[src/rtl/rtc_daytime_core.sv]
`timescale 1ns/1ps
module rtc_daytime_core #(
  parameter int          ADDR_W  = 6,
  parameter logic [19:0] ID_CODE = 20'h03011
) (
  input  logic              clk,
  input  logic              rst_n,
  input  logic              tick_sec,
  input  logic              tick_half,
  input  logic              bus_sel,
  input  logic              bus_wr,
  input  logic [ADDR_W-1:0] bus_addr,
  input  logic [31:0]       bus_wdata,
  output logic [31:0]       bus_rdata,
  output logic              irq_periodic,
  output logic              irq_alarm,
  output logic              wake_out
);
  localparam int HMS_W = 17;
  localparam int DAY_W = 32 - HMS_W;
  localparam logic [ADDR_W-1:0] A_ID   = ADDR_W'('h00);
  localparam logic [ADDR_W-1:0] A_CNT  = ADDR_W'('h10);
  localparam logic [ADDR_W-1:0] A_ALM  = ADDR_W'('h14);
  localparam logic [ADDR_W-1:0] A_CTRL = ADDR_W'('h18);
  localparam logic [ADDR_W-1:0] A_STS  = ADDR_W'('h1C);
  localparam logic [ADDR_W-1:0] A_TRIM = ADDR_W'('h20);

  logic [31:0]      cnt_q, trim_q;
  logic [HMS_W-1:0] alm_q;
  logic [7:0]       ctrl_q, sts_q;

  wire wr      = bus_sel & bus_wr;
  wire wr_cnt  = wr && bus_addr == A_CNT;
  wire wr_alm  = wr && bus_addr == A_ALM;
  wire wr_ctrl = wr && bus_addr == A_CTRL;
  wire wr_sts  = wr && bus_addr == A_STS;
  wire wr_trim = wr && bus_addr == A_TRIM;

  wire run  = ctrl_q[0];
  wire step = run & tick_sec & ~wr_cnt;
  wire half = run & tick_half;

  wire [5:0]       sec = cnt_q[5:0];
  wire [5:0]       mnt = cnt_q[11:6];
  wire [4:0]       hr  = cnt_q[16:12];
  wire [DAY_W-1:0] day = cnt_q[31:17];

  wire sec_top = sec >= 6'd59;
  wire mnt_top = mnt >= 6'd59;
  wire hr_top  = hr  >= 5'd23;
  wire c_mnt   = sec_top;
  wire c_hr    = c_mnt & mnt_top;
  wire c_day   = c_hr & hr_top;

  wire [5:0]       n_sec = sec_top ? 6'd0 : sec + 6'd1;
  wire [5:0]       n_mnt = c_mnt ? (mnt_top ? 6'd0 : mnt + 6'd1) : mnt;
  wire [4:0]       n_hr  = c_hr ? (hr_top ? 5'd0 : hr + 5'd1) : hr;
  wire [DAY_W-1:0] n_day = c_day ? day + 1'b1 : day;
  wire [HMS_W-1:0] n_hms = {n_hr, n_mnt, n_sec};

  wire [7:0] set_v = {half, step, step & c_mnt, step & c_hr, step & c_day,
                      step & (n_hms == alm_q), 2'b00};
  wire [7:0] clr_v = wr_sts ? (bus_wdata[7:0] & 8'hFC) : 8'h00;

  always_ff @(posedge clk or negedge rst_n) begin
    if (!rst_n) begin
      cnt_q  <= '0;
      alm_q  <= '0;
      ctrl_q <= '0;
      sts_q  <= '0;
      trim_q <= '0;
    end else begin
      if (wr_cnt)       cnt_q <= bus_wdata;
      else if (step)    cnt_q <= {n_day, n_hms};
      if (wr_alm)  alm_q  <= bus_wdata[HMS_W-1:0];
      if (wr_ctrl) ctrl_q <= bus_wdata[7:0];
      if (wr_trim) trim_q <= bus_wdata;
      sts_q <= (sts_q & ~clr_v) | set_v;
    end
  end

  always_comb begin
    case (bus_addr)
      A_ID:    bus_rdata = {ID_CODE, 12'h000};
      A_CNT:   bus_rdata = cnt_q;
      A_ALM:   bus_rdata = {{(32-HMS_W){1'b0}}, alm_q};
      A_CTRL:  bus_rdata = {24'h0, ctrl_q};
      A_STS:   bus_rdata = {24'h0, sts_q};
      A_TRIM:  bus_rdata = trim_q;
      default: bus_rdata = '0;
    endcase
  end

  assign irq_periodic = |(sts_q[7:3] & ctrl_q[7:3]);
  assign irq_alarm    = sts_q[2] & ctrl_q[2];
  assign wake_out     = sts_q[2] & ctrl_q[1];
endmodule

[config.mk]
export PLATFORM = sky130hd
export DESIGN_NAME = rtc_daytime_core
export DESIGN_NICKNAME = d
export VERILOG_FILES = /design/src/rtl/rtc_daytime_core.sv
export SDC_FILE = /design/constraint.sdc
export NUM_CORES = 1
export LEC_CHECK = 0
export BUFFER_PORTS_ARGS = -buffer_cell sky130_fd_sc_hd__buf_2
export CORE_MARGIN = 2
export CORE_UTILIZATION = 41
export CTS_BUF_LIST = sky130_fd_sc_hd__clkbuf_8
export CTS_CLUSTER_DIAMETER = 120
export DETAILED_ROUTE_END_ITERATION = 8
export PLACE_DENSITY = 0.56
export SETUP_SLACK_MARGIN = 0.4
export SLEW_MARGIN = 20
export SYNTH_ARGS = -nofsm -noshare
export SYNTH_HDL_FRONTEND = slang
export SYNTH_SLANG_ARGS = --single-unit
[constraint.sdc]
create_clock -name clk -period 3.2 [get_ports clk]
set_input_delay 0.64 -clock clk [delete_from_list [all_inputs] [get_ports clk]]
set_output_delay 0.64 -clock clk [all_outputs]
set_load 0.005 [all_outputs]
Word level (Yosys, flattened, before mapping):

Index checks and enable logic that the tools add are counted.
W data, S select, Z words.

* flip-flop bits (word level): 97
* bits of input ports: 44
* output and inout port bits: 35
* logic and storage cells: 56

* $add $sub $neg: 4
* order comparisons: 3
* eq/ne operators: 6
* muxes and demuxes: 10
* bitwise gates (word level): 17
* reduce and logical (&&, ||, !) cells: 10

Operators with widths (count)
* $pmux W32 S6: 1
* $mux W32: 2
* $eq A6 B5 Y1 const B: 4
* $mux W6: 3
* $eq A17 B17 Y1: 1
* $add A15 B1 Y15 const B: 1
* $mux W15: 1
* $add A6 B1 Y6 const B: 2
* $and A1 B1 Y1: 12
* $ge A6 B6 Y1 const B: 2
* $mux W5: 2
* $and A8 B8 Y8: 1
* $mux W8: 1
* $not A8 Y8: 1
* $or A8 B8 Y8: 1
* $eq A6 B6 Y1 const B: 1
* $logic_not A6 Y1: 1
* $add A5 B1 Y5 const B: 1
* $and A5 B5 Y5: 1
* $ge A5 B5 Y1 const B: 1
* $logic_and A1 B1 Y1: 5
* $reduce_or A5 Y1: 1
* $reduce_bool A2 Y1: 2
* $reduce_and A2 Y1: 1
* $not A1 Y1: 1

Logic depth before layout (Yosys ltp):

* depth after elaboration: 6
* mapped depth: 10
* mapped depth without buffers: 8

Worst setup path after synthesis:

OpenSTA, ideal clock, no wires.

* path type: in2out
* from: input port bus_addr[4]
* to: output port bus_rdata[14]
* arrival: 2066 ps
* data required time: 2560 ps
* slack: 494 ps
* cell stages on the path: 6
* buffers on the path: 2
* path through: clkbuf_1 -> nand3_1 -> nor3_1 -> clkbuf_1 -> a222oi_1 -> inv_1

* cells in the longest elaborated chain, start to end: 2
* elaborated cells between the ends (all ways): 7
* classes of those cells: 5 x eq/ne; 1 x mux; 1 x reduce/logical

RTL lines
* from (decl): line 12 `input logic [ADDR_W-1:0] bus_addr,`
* $eq A6 B6 Y1, or another cell as far along: line 83 `case (bus_addr)`
* $pmux W32 S6 (*): line 83
* to (decl): line 14 `output logic [31:0] bus_rdata,`

Every way passes the cells marked *; elsewhere a longest branch is shown, timed or not.

Final worst setup path:

* from: register cnt_q[0]
* to: register sts_q[2]

* cells in the longest elaborated chain, start to end: 6
* elaborated cells between the ends (all ways): 9
* classes of those cells: 1 x add/sub; 1 x order compare; 1 x eq/ne; 3 x mux; 3 x bitwise

RTL lines
* from (decl): line 28 `logic [31:0] cnt_q, trim_q;`
* from (signal assigned): line 73 `if (wr_cnt) cnt_q <= bus_wdata;`
* from (signal assigned): line 74 `else if (step) cnt_q <= {n_day, n_hms};`
* $ge A6 B6 Y1: line 48 `wire sec_top = sec >= 6'd59;`
* $and A1 B1 Y1: line 52 `wire c_hr = c_mnt & mnt_top;`
* $mux W5: line 57 `wire [4:0] n_hr = c_hr ? (hr_top ? 5'd0 : hr + 5'd1) : hr;`
* $eq A17 B17 Y1 (*): line 62 `step & (n_hms == alm_q), 2'b00};`
* $and A1 B1 Y1 (*): line 62
* $or A8 B8 Y8 (*): line 78 `sts_q <= (sts_q & ~clr_v) | set_v;`
* to (signal assigned): line 78
* to (decl): line 30 `logic [7:0] ctrl_q, sts_q;`

Marked as above.
A chain may end at the register's enable or synchronous reset.

==> metrics.txt <==
# TYPE chip_impl_metric gauge
chip_impl_info{name="root_buffer",value="sky130_fd_sc_hd__clkbuf_8"} 1
chip_impl_metric{name="synth-seq-area-share",unit="%"} 43.4
chip_impl_metric{name="detail_route.wirelength",unit="microns"} 15800
chip_impl_metric{name="synthCells",unit=""} 566
chip_impl_metric{name="finalNonFillerCells",unit=""} 822
chip_impl_metric{name="avgViaCountPerCell",unit=""} 5.83
chip_impl_info{name="layout_commonest_cell",value="sky130_fd_sc_hd__dfrtp_1"} 1
chip_impl_metric{name="numPortBuffers",unit=""} 78
chip_impl_metric{name="global_route_wire_length_before_repair",unit="microns"} 25400
chip_impl_metric{name="fillers",unit=""} 1269
chip_impl_metric{name="synth_async_sr_flop_share",unit="%"} 100
chip_impl_info{name="outcome",value="complete, no violations"} 1
chip_impl_metric{name="grt_pass1_vias",unit=""} 4640
chip_impl_metric{name="synthesis.nets",unit=""} 614
chip_impl_metric{name="yosys.cell_types.count",unit=""} 61
chip_impl_metric{name="hpwl",unit="microns"} 11200
chip_impl_metric{name="post-route-period-util",unit="%"} 85.7
chip_impl_metric{name="wl_per_cell",unit="microns"} 19.3
chip_impl_metric{name="timing.fmax",unit="GHz"} 0.365
chip_impl_metric{name="floorplan.die_area",unit="sq um"} 14300
chip_impl_metric{name="placed_area",unit="sq um"} 6100
chip_impl_metric{name="area_growth_syn_to_layout",unit="%"} 17.3
chip_impl_metric{name="floorplan.die.height",unit="microns"} 120
chip_impl_metric{name="drt-pass1-iter-count",unit=""} 7
chip_impl_metric{name="nNetsFinal",unit=""} 690
chip_impl_metric{name="critical_path_required",unit="ns"} 3.48
chip_impl_metric{name="cap_viol_max_count",unit=""} 0
chip_impl_metric{name="antenna_found_initial",unit=""} 0
chip_impl_metric{name="vias",unit=""} 4790
chip_impl_metric{name="finalWeightedCongestion",unit=""} 0.882
chip_impl_metric{name="clock_tree.buffer_depth",unit=""} 2
chip_impl_info{name="grt_setup_unrepaired",value="true"} 1
chip_impl_metric{name="multiInputGateArea",unit="sq um"} 2950
chip_impl_metric{name="max_clock_skew",unit="ns"} 0.0132
chip_impl_metric{name="timing.critical_path.fanout_max",unit=""} 9
chip_impl_metric{name="p_per_area",unit="nW/um^2"} 440
chip_impl_metric{name="drc_marker_count_from_the_first_detailed_route_iteration",unit=""} 395
chip_impl_metric{name="ant_nets",unit=""} 0
chip_impl_metric{name="leakage",unit="nW"} 2.94
chip_impl_metric{name="cts_num_sinks",unit=""} 95
chip_impl_info{name="endpoint_kind",value="flop"} 1
chip_impl_metric{name="max_slew_margin",unit="%"} 49.6
chip_impl_metric{name="numPlacedInstances",unit=""} 801
chip_impl_metric{name="ys_ff_latch",unit=""} 95
chip_impl_metric{name="horizontal_die_dimension",unit="microns"} 120
chip_impl_metric{name="finalSetupViolations",unit=""} 0
chip_impl_metric{name="r2r.worst_path.cells",unit=""} 8
chip_impl_info{name="synth_ff_type",value="sky130_fd_sc_hd__dfrtp_1"} 1
chip_impl_metric{name="fp-row-count",unit=""} 42
chip_impl_metric{name="worst_pin_slew",unit="ns"} 0.749
chip_impl_metric{name="antenna_cells",unit=""} 0
chip_impl_info{name="layout.cells.most_common_list",value="93 x sky130_fd_sc_hd__dfrtp_1, 77 x sky130_fd_sc_hd__buf_2, 72 x sky130_fd_sc_hd__nand2_1, 62 x sky130_fd_sc_hd__mux2_2, 53 x sky130_fd_sc_hd__o21ai_0"} 1
chip_impl_metric{name="globalRouteOverflowTotal",unit=""} 0
chip_impl_metric{name="yosys_warnings",unit=""} 0
chip_impl_metric{name="total_i_o_pin_count",unit=""} 79
chip_impl_info{name="tritoncts_clock_tree",value="built"} 1
chip_impl_metric{name="track_usage",unit="%"} 22.7
chip_impl_metric{name="clock_latency",unit="ns"} 0.38
chip_impl_metric{name="synthesized_cell_area",unit="sq um"} 5480
chip_impl_info{name="timing_worst_setup_path_type",value="reg2reg"} 1
chip_impl_metric{name="tritoncts.num_buffers",unit=""} 9
chip_impl_metric{name="finalHoldViolCount",unit=""} 0
chip_impl_metric{name="start_util",unit="%"} 41.7
chip_impl_info{name="timing.critical_path.from_type",value="flop"} 1
chip_impl_metric{name="clkSlewWorstSetupHoldPaths",unit="ns"} 0.10
chip_impl_metric{name="synth_edf_count",unit=""} 0
chip_impl_metric{name="summed_area_of_non_filler_cells_in_the_final_layout",unit="sq um"} 6430
chip_impl_info{name="timing.hold.worst.class",value="in2async"} 1
chip_impl_metric{name="register_area",unit="sq um"} 2380
chip_impl_metric{name="synthesis.area_per_instance",unit="sq um"} 9.68
chip_impl_metric{name="critical_path_arrival",unit="ns"} 3.02
chip_impl_metric{name="maxSlewViolCount",unit=""} 0
chip_impl_metric{name="ir_drop",unit="uV"} 225
chip_impl_metric{name="maximum_number_of_pins_on_one_net_before_global_route_repair",unit=""} 50
chip_impl_metric{name="finalCriticalPeriod",unit="ns"} 2.74
chip_impl_metric{name="placeableCoreArea",unit="sq um"} 13100
chip_impl_metric{name="totalNegativeSetupSlack",unit="ns"} 0
chip_impl_metric{name="final_layout_size_suffix_gt1_share",unit="%"} 30.3
chip_impl_metric{name="post-route-drc-count",unit=""} 0
chip_impl_metric{name="ctsHtreeMaxLevel",unit=""} 3
==> worst max-delay path: stages (launching register included) <==
cell,delay (ns)
sky130_fd_sc_hd__dfrtp_2,0.48
sky130_fd_sc_hd__ha_4,0.23
sky130_fd_sc_hd__o2111a_2,0.36
sky130_fd_sc_hd__a41oi_2,0.23
sky130_fd_sc_hd__nor3_1,0.06
sky130_fd_sc_hd__nor4_1,0.28
sky130_fd_sc_hd__nand4_1,0.12
sky130_fd_sc_hd__or4_1,0.54
sky130_fd_sc_hd__o41ai_2,0.34
==> flip-flops by register name, summed over array words and instances (netlist names) <==
name and flops:
trim_q 32, cnt_q 32, alm_q 17, sts_q 6, ctrl_q 8
==> per-layer routing <==
layer	vias up	GRT usage (%)	routed length, microns
met2	159	35.8	7450
met3	22	3.80	965
met1	2374	31.6	7120
li1	2235	-	-
met4	0	8.46	307
met5	-	0	0
==> synth_stat cells, drive strengths merged, types with 12 or more instances <==
library cell | count | area share, %
dfrtp | 95 | 43
nand2 | 73 | 5.0
mux2 | 62 | 13
o21ai | 56 | 5.1
clkbuf | 25 | 1.7
nor2 | 25 | 1.8
a21oi | 23 | 2.1
nand3 | 19 | 1.7
a22o | 17 | 2.7
inv | 17 | 1.2
xor2 | 16 | 2.6
a22oi | 14 | 1.9
buf | 13 | 1.4
nor3 | 12 | 1.1
==> what timing repair did <==
item / CTS / global route
pin swaps: 0 / 1
hold buffers: 0 / 0
buffers inserted: 0 / 5
cloned: 0 / 1
endpoints found under the setup margin: 10 / 14
hold endpoints to repair: 0 / 0
resized for setup: 3 / 11
==> layout make-up <==
cell class	instances	area share, %
multi-input combinational	417	46.0
sequential	95	37.0
timing repair buffer	102	9.37
tap	176	3.43
clock buffer	12	2.57
inverter	17	0.993
clock inverter	3	0.662
==> through the flow <==
stage / setup WS (ns) / total power, mW / utilization [%] / hold WS (ns)
after floorplan: 0.494 / 1.77 / - / 0.344
after global placement: 0.249 / 1.94 / 46.4 / 0.489
after detailed placement: 0.264 / 1.95 / 46.4 / 0.497
after CTS: 0.319 / 2.82 / 48.1 / 0.297
after global routing: 0.305 / 2.97 / 48.9 / 0.334
final: 0.458 / 2.83 / 48.9 / 0.281
==> cell families (layout without fill, tap and decap cells) <==
family | count (synthesis) | in the layout | synth area share (%)
AOI/OAI and AO/OA | 159 | 160 | 20.1
and+or+nand+nor | 160 | 160 | 13.5
adders and majority gates | 5 | 5 | 1.10
buffers and inverters | 55 | 134 | 4.32
muxes | 67 | 67 | 13.7
xor gates and xnor gates | 25 | 25 | 4.00
DFF | 95 | 95 | 43.4
==> path summary, 6_finish.rpt <==
kind / startpoint / to / slack [ns]
min in group clk: bus_wdata[20] / cnt_q[20] / 0.48
max in group asynchronous: rst_n / cnt_q[6] / 2.23
hold reg to reg: trim_q[19] / trim_q[19] / 0.52
hold / removal: rst_n / cnt_q[10] / 0.28
setup / recovery: cnt_q[0] / sts_q[2] / 0.46
setup reg to reg: cnt_q[0] / sts_q[2] / 0.46
==> where the power goes <==
group | internal, mW | switching [mW] | total (mW)
clock network | 0.420 | 0.432 | 0.853
registers | 1.32 | 0.170 | 1.49
logic | 0.236 | 0.252 | 0.488
total | 1.97 | 0.854 | 2.83
No activity file was read; power rests on OpenSTA's default activity.
